<file path="src/rtl/txs_pkg.sv">
package txs_pkg;

  typedef struct packed {
    logic       done;
    logic       irq_req;
    logic       jabber;
    logic       underrun;
    logic       max_coll;
    logic       ovf;
    logic [1:0] rsvd;
  } txs_rec_t;

  function automatic txs_rec_t txs_make(input logic ir, input logic jb,
                                        input logic un, input logic mc);
    txs_rec_t r;
    r.done     = 1'b1;
    r.irq_req  = ir;
    r.jabber   = jb;
    r.underrun = un;
    r.max_coll = mc;
    r.ovf      = 1'b0;
    r.rsvd     = 2'b00;
    return r;
  endfunction

  function automatic logic txs_fatal(input txs_rec_t r);
    return r.jabber | r.underrun;
  endfunction

  function automatic logic txs_wants_irq(input txs_rec_t r);
    return r.irq_req | r.jabber | r.underrun | r.max_coll;
  endfunction

endpackage

</file>
<file path="src/rtl/txs_encode.sv">
module txs_encode
  import txs_pkg::*;
(
  input  logic     push_int_req,
  input  logic     push_jabber,
  input  logic     push_underrun,
  input  logic     push_max_coll,
  output txs_rec_t rec
);
  always_comb rec = txs_make(push_int_req, push_jabber, push_underrun, push_max_coll);
endmodule

</file>
<file path="src/rtl/txs_store.sv">
module txs_store
  import txs_pkg::*;
#(
  parameter int DEPTH = 4
) (
  input  logic     clk,
  input  logic     rst_n,
  input  logic     clr,
  input  logic     push,
  input  txs_rec_t wr_rec,
  input  logic     pop,
  output txs_rec_t head
);
  localparam int PTR_W = (DEPTH > 1) ? $clog2(DEPTH) : 1;
  localparam int CNT_W = $clog2(DEPTH + 1);

  logic [PTR_W-1:0] rd_ptr, wr_ptr, last_ptr;
  logic [CNT_W-1:0] count;
  txs_rec_t         mem [DEPTH];
  logic             empty, full, pop_ok, push_ok, mark_ovf;

  function automatic logic [PTR_W-1:0] nxt(input logic [PTR_W-1:0] p);
    return (p == PTR_W'(DEPTH - 1)) ? '0 : p + PTR_W'(1);
  endfunction

  always_comb begin
    empty    = (count == '0);
    full     = (count == CNT_W'(DEPTH));
    pop_ok   = pop && !empty;
    push_ok  = push && (!full || pop_ok);
    mark_ovf = push && full && !pop_ok;
    last_ptr = (wr_ptr == '0) ? PTR_W'(DEPTH - 1) : wr_ptr - PTR_W'(1);
  end

  for (genvar i = 0; i < DEPTH; i++) begin : g_ent
    always_ff @(posedge clk or negedge rst_n) begin
      if (!rst_n)                                  mem[i] <= '0;
      else if (clr)                                mem[i] <= '0;
      else if (push_ok && wr_ptr == PTR_W'(i))     mem[i] <= wr_rec;
      else if (mark_ovf && last_ptr == PTR_W'(i))  mem[i].ovf <= 1'b1;
    end
  end

  always_ff @(posedge clk or negedge rst_n) begin
    if (!rst_n) begin
      rd_ptr <= '0;
      wr_ptr <= '0;
      count  <= '0;
    end else if (clr) begin
      rd_ptr <= '0;
      wr_ptr <= '0;
      count  <= '0;
    end else begin
      if (pop_ok)  rd_ptr <= nxt(rd_ptr);
      if (push_ok) wr_ptr <= nxt(wr_ptr);
      if (push_ok && !pop_ok)      count <= count + CNT_W'(1);
      else if (pop_ok && !push_ok) count <= count - CNT_W'(1);
    end
  end

  always_comb head = empty ? '0 : mem[rd_ptr];
endmodule

</file>
<file path="src/rtl/txs_flags.sv">
module txs_flags
  import txs_pkg::*;
(
  input  logic     clk,
  input  logic     rst_n,
  input  logic     clr,
  input  logic     push,
  input  txs_rec_t rec,
  output logic     needs_reset,
  output logic     irq
);
  always_ff @(posedge clk or negedge rst_n) begin
    if (!rst_n) begin
      needs_reset <= 1'b0;
      irq         <= 1'b0;
    end else if (clr) begin
      needs_reset <= 1'b0;
      irq         <= 1'b0;
    end else begin
      if (push && txs_fatal(rec)) needs_reset <= 1'b1;
      irq <= push && txs_wants_irq(rec);
    end
  end
endmodule

</file>
<file path="src/rtl/txs_stack.sv">
module txs_stack
  import txs_pkg::*;
#(
  parameter int DEPTH = 4
) (
  input  logic       clk,
  input  logic       rst_n,
  input  logic       tx_rst,
  input  logic       push_valid,
  input  logic       push_int_req,
  input  logic       push_jabber,
  input  logic       push_underrun,
  input  logic       push_max_coll,
  input  logic       host_pop,
  output logic [7:0] rd_data,
  output logic       needs_reset,
  output logic       cmpl_irq
);
  txs_rec_t new_rec, head;

  txs_encode u_enc (
    .push_int_req (push_int_req),
    .push_jabber  (push_jabber),
    .push_underrun(push_underrun),
    .push_max_coll(push_max_coll),
    .rec          (new_rec)
  );

  txs_store #(.DEPTH(DEPTH)) u_store (
    .clk   (clk),
    .rst_n (rst_n),
    .clr   (tx_rst),
    .push  (push_valid),
    .wr_rec(new_rec),
    .pop   (host_pop),
    .head  (head)
  );

  txs_flags u_flags (
    .clk        (clk),
    .rst_n      (rst_n),
    .clr        (tx_rst),
    .push       (push_valid),
    .rec        (new_rec),
    .needs_reset(needs_reset),
    .irq        (cmpl_irq)
  );

  assign rd_data = head;
endmodule

</file>
<file path="config.mk">
export PLATFORM = sky130hd
export DESIGN_NAME = txs_stack
export DESIGN_NICKNAME = d
export VERILOG_FILES = /design/src/rtl/txs_pkg.sv /design/src/rtl/txs_encode.sv /design/src/rtl/txs_store.sv /design/src/rtl/txs_flags.sv /design/src/rtl/txs_stack.sv
export SDC_FILE = /design/constraint.sdc
export NUM_CORES = 1
export LEC_CHECK = 0
export CAP_MARGIN = 10
export CORE_UTILIZATION = 35
export CTS_BUF_LIST = sky130_fd_sc_hd__clkbuf_4
export DETAILED_ROUTE_END_ITERATION = 10
export PLACE_DENSITY_LB_ADDON = 0.15
export SETUP_SLACK_MARGIN = 0.3
export SYNTH_ARGS = -nofsm -noshare
export SYNTH_HDL_FRONTEND = slang
export SYNTH_SLANG_ARGS = --single-unit
</file>
<file path="constraint.sdc">
create_clock -name clk -period 1.9 [get_ports clk]
set_input_delay 0.285 -clock clk [delete_from_list [all_inputs] [get_ports clk]]
set_output_delay 0.285 -clock clk [all_outputs]
set_load 0.1 [all_outputs]
</file>
# Word level (Yosys, flattened, before mapping)
# Index checks and enable logic that the tools add are counted.
dict set report op_classes {
  n_eq_ne 8
  add_sub_neg 5
  n_bitwise 5
  magnitude_cmp 1
  n_reduce_logical 36
  n_mux 37
}
# cell count
set ops {}
lappend ops {{8-bit 2-to-1 mux} 7}
lappend ops {{2-bit 2-to-1 mux} 11}
lappend ops {{5-bit 2-to-1 mux} 4}
lappend ops {{8-bit binary-select mux with 2-bit select} 1}
lappend ops {{1-bit logical AND} 16}
lappend ops {{3-bit nonzero test} 5}
lappend ops {{2-bit nonzero test} 7}
lappend ops {{1-bit 2-to-1 mux} 11}
lappend ops {{2-bit == test, second input constant} 5}
lappend ops {{3-bit 2-to-1 mux} 3}
lappend ops {{2-bit by 1-bit adder with 2-bit output, second input constant} 2}
lappend ops {{2-bit by 1-bit == test with 1-bit output, second input constant} 2}
lappend ops {{1-bit logical NOT} 4}
lappend ops {{2-bit logical NOT} 2}
lappend ops {{1-bit OR} 4}
lappend ops {{3-bit by 1-bit adder with 3-bit output, second input constant} 1}
lappend ops {{3-bit == test, second input constant} 1}
lappend ops {{3-bit greater-or-equal comparator, second input constant} 1}
lappend ops {{3-bit logical NOT} 1}
lappend ops {{2-bit NOT with 3-bit output} 1}
lappend ops {{3-bit by 1-bit subtractor with 3-bit output, second input constant} 1}
lappend ops {{2-bit by 1-bit subtractor with 2-bit output, second input constant} 1}
lappend ops {{1-bit logical OR} 1}
dict set report totals {
  reg_bits 41
  word_cells 125
  input_bits 9
}

# Longest topological paths before layout
dict set report depth {
  word_depth 10
  depth_mapped 7
}

# Cells and area by module
# Synthesis repeated with hierarchy kept, for this count alone.
dict set report unflattened {
  cells_unflattened 255
  area_unflattened_um2 2457.4
}
# mod n_inst area_each_um2 cells_per_inst seq_area_each_um2
set by_module_without_submodules {}
lappend by_module_without_submodules {txs_store 1 2312.2 238 975.9}
lappend by_module_without_submodules {txs_flags 1 77.6 7 50.0}
lappend by_module_without_submodules {txs_encode 1 67.6 10 0.0}

# Worst setup path after synthesis
# OpenSTA, ideal clock, no wires.
dict set report synth_timing {
  path_type {register to output}
  from {reg u_store.rd_ptr[0]}
  to {out rd_data[2]}
  setup_slack_ns -0.589
  t_required_ns 1.615
  path_stages_with_launch 4
  path_buffers 1
  arrival_ns 2.204
  cell_sequence {dfrtp_1 buf_2 mux4_2 nor2b_1}
}
dict set report synth_via {
  elab_chain_cells 5
}
# item line_no
set synth_rtl {}
lappend synth_rtl {{from (decl)} txs_store.sv:17} ;# logic [PTR_W-1:0] rd_ptr, wr_ptr, last_ptr;
lappend synth_rtl {{from (signal assigned)} txs_store.sv:54} ;# if (pop_ok) rd_ptr <= nxt(rd_ptr);
lappend synth_rtl {{2-bit NOT with 3-bit output (not written as such)} txs_store.sv:61} ;# always_comb head = empty ? '0 : mem[rd_ptr];
lappend synth_rtl {{8-bit binary-select mux with 2-bit select} txs_store.sv:61}
lappend synth_rtl {{8-bit 2-to-1 mux (not written as such) (2 in series)} txs_store.sv:61}
lappend synth_rtl {{8-bit 2-to-1 mux} txs_store.sv:61}
lappend synth_rtl {{to (decl)} txs_stack.sv:15} ;# output logic [7:0] rd_data,
# Every way passes these cells. The select of a mux whose other input is x is not followed.

# Worst setup path in the final report
# Ends and elaborated chain as after synthesis.

==> results.ini <==
[sta]
hold_viol=0
fin_skew_ps=14.6
final-setup-viol-count=6
rsz0062_at_grt=true
hold_ws_ps=340
setup_ws_ps=-65.6
period_share=1.03
fmax_mhz=509
period_minus_slack_ps=1970
drv_slew=0
tns_ps=-279

[cts]
numCtsBuffers=5
cts_htree_levels=2
root_buffer=clkbuf_4
clock_path_buffers=2
cts_hold_buffers=0
clkSinkCount=33
worstSkewPairLatency_ps=330
cts_tree=done
clk_pin_slew_ps=100

[critical_path]
crit_end=rd_data[2]
cp_max_fo=7
critical_path_class=flip-flop to primary output
rr_startpoint=u_store.count[0]
critPathRequiredTime_ps=1620
reg2reg_to=u_store.count[1]
rr_worst_depth=6
r2r_slack_ps=200
start_kind=flip-flop
crit_start=u_store.rd_ptr[0]
cp-end-kind=primary output
worstPathArrival_ps=1680

[floorplan]
ioPinCount=19
fp-row-count=26
initial_core_util=0.365
design.die.area_um2=5620
die_h_um=75.0
design.core.area_um2=5110
die_w_um=75.0

[cells_and_area]
fillerInstances=498
nNetsFinal=231
final_common_cell=dfrtp_1
drive_gt1_frac=0.424
area_delta_synth_final_pct=41.1
multi_input_area_um2=1150
layout_common_cells=30 x dfrtp_1, 19 x a21oi_1, 16 x nand4_1
regArea_um2=830
utilization=0.515
diodes=0

[placed_design]
port_buffers=16
hpwl_um=3080
dp_slack_ps=-43.0
place_congestion=0.854

[logic_synthesis]
synth_cells=188
synth.cell_area_um2=1860
synth_warnings=0
syn_avg_cell_area_um2=9.91
synth_cell_types=37
synth-seq-cells=33
yosysSeqAreaShare=0.443

[route]
wirelength_um=5370
drc=0
ant_nets=0
viasPerCell=5.79
drt_iter0_drc=232
wl_per_cell_um=18.7
vias=1663
first_pass_iters=5

[global_routing]
groute.usage.overall=0.190
grt_antenna_before_repair=0
gr-total-overflow=0
grt_max_degree=34
grt_pass1_vias=1523
grt_pass1_wl_um=7820

[status]
status=finished with violations
violations=negative setup slack

[min_path]
hp-class=primary input to asynchronous set/reset pin

[power]
peakVddDrop_mv=0.657
powerDensity_nw_per_um2=1090
leakage_uw=0.00101

[flow_run]
cap_violations=0

[power breakdown]
part           switching (uW)  internal [uW]
clock                     231            149
sequential                106            778
combinational             834            777
total                    1170           1700
[cell usage after synthesis]
| library cell | count | area share |
|---|---|---|
| a211oi_1 | 1 | 0.0040 |
| a21oi_1 | 23 | 0.062 |
| a221oi_1 | 1 | 0.0047 |
| a2bb2oi_1 | 4 | 0.019 |
| a31o_2 | 1 | 0.0047 |
| a31oi_1 | 6 | 0.020 |
| buf_1 | 1 | 0.0020 |
| buf_2 | 5 | 0.013 |
| buf_4 | 4 | 0.016 |
| buf_6 | 3 | 0.018 |
| clkbuf_1 | 7 | 0.014 |
| conb_1 | 1 | 0.0020 |
| dfrtp_1 | 33 | 0.44 |
| fa_1 | 1 | 0.011 |
| ha_1 | 4 | 0.027 |
| inv_1 | 6 | 0.012 |
| mux2_2 | 2 | 0.012 |
| mux4_2 | 6 | 0.073 |
| nand2_1 | 4 | 0.0081 |
| nand3_1 | 2 | 0.0054 |
| nand3b_1 | 1 | 0.0040 |
| nand4_1 | 16 | 0.054 |
| nor2_1 | 17 | 0.034 |
| nor2b_1 | 6 | 0.020 |
| nor3_1 | 2 | 0.0054 |
| nor3b_1 | 1 | 0.0040 |
| nor4_1 | 1 | 0.0034 |
| nor4b_4 | 1 | 0.013 |
| o21a_1 | 1 | 0.0040 |
| o21ai_0 | 19 | 0.051 |
| o21ai_1 | 1 | 0.0027 |
| o22ai_1 | 1 | 0.0034 |
| o311ai_0 | 1 | 0.0047 |
| o31ai_1 | 1 | 0.0040 |
| or4b_4 | 1 | 0.0074 |
| xnor2_1 | 1 | 0.0047 |
| xor2_1 | 2 | 0.0094 |
[stage by stage]
stage | instances | power [uW] | instance area [um^2]
after CTS | 276 | 2650 | 2400
after floorplan | 189 | 1760 | 1950
after detailed placement | 268 | 2150 | 2260
final | 287 | 2870 | 2630
after global placement | 268 | 2130 | 2260
after global routing | 287 | 3020 | 2630
[registers in the layout, summed over array words and instances, names as in the netlist]
| name | cells |
|---|---|
| u_store.rd_ptr | 2 |
| u_store.count | 3 |
| u_flags.irq | 1 |
| u_store.mem | 24 |
| u_flags.needs_reset | 1 |
| u_store.wr_ptr | 2 |
[cell type report]
class	count	area share
multi-input cells	132	0.436
flip-flops and latches	33	0.316
repair buffers	39	0.188
well taps	70	0.0333
clock buffers	6	0.0171
inverters	6	0.00857
clock inverters	1	0.00143
[worst min-delay path by stage]
stage                 endpoint  slack (ps)
6_report       u_store.mem[20]         340
5_1_grt        u_store.mem[30]         370
4_1_cts        u_store.mem[30]         350
3_5_place_dp   u_store.mem[31]         480
3_3_place_gp    u_store.mem[7]         480
2_1_floorplan      u_flags.irq         -10
[timing repair]
item	CTS	global route
pin swaps	48	20
gates cloned	0	5
setup buffers	1	6
setup endpoints to repair	35	35
gates resized for setup	20	37
[critical path: stages (launching register included)]
cell,delay (ps)
dfrtp_1,380
buf_12,140
mux4_2,520
nor2b_4,150
buf_12,160
[per-layer routing]
layer	routed length, um	global-route usage	vias to the layer above
met4	146	0.0629	0
li1	-	-	755
met2	2630	0.307	67
met5	0	0	-
met3	337	0.0281	18
met1	2250	0.263	823
[cells by family after synthesis]
kind of cell / Yosys count / synth area share
AO/OA/AOI/OAI: 60 / 0.184
AND/OR/NAND/NOR: 52 / 0.158
flip-flops: 33 / 0.443
buffers and inverters: 26 / 0.0759
multiplexers: 8 / 0.0846
adder cells (fa/ha/maj): 5 / 0.0376
XOR/XNOR: 3 / 0.0141
other: 1 / 0.00201
Note: power is estimated with default switching activity, not from simulation.
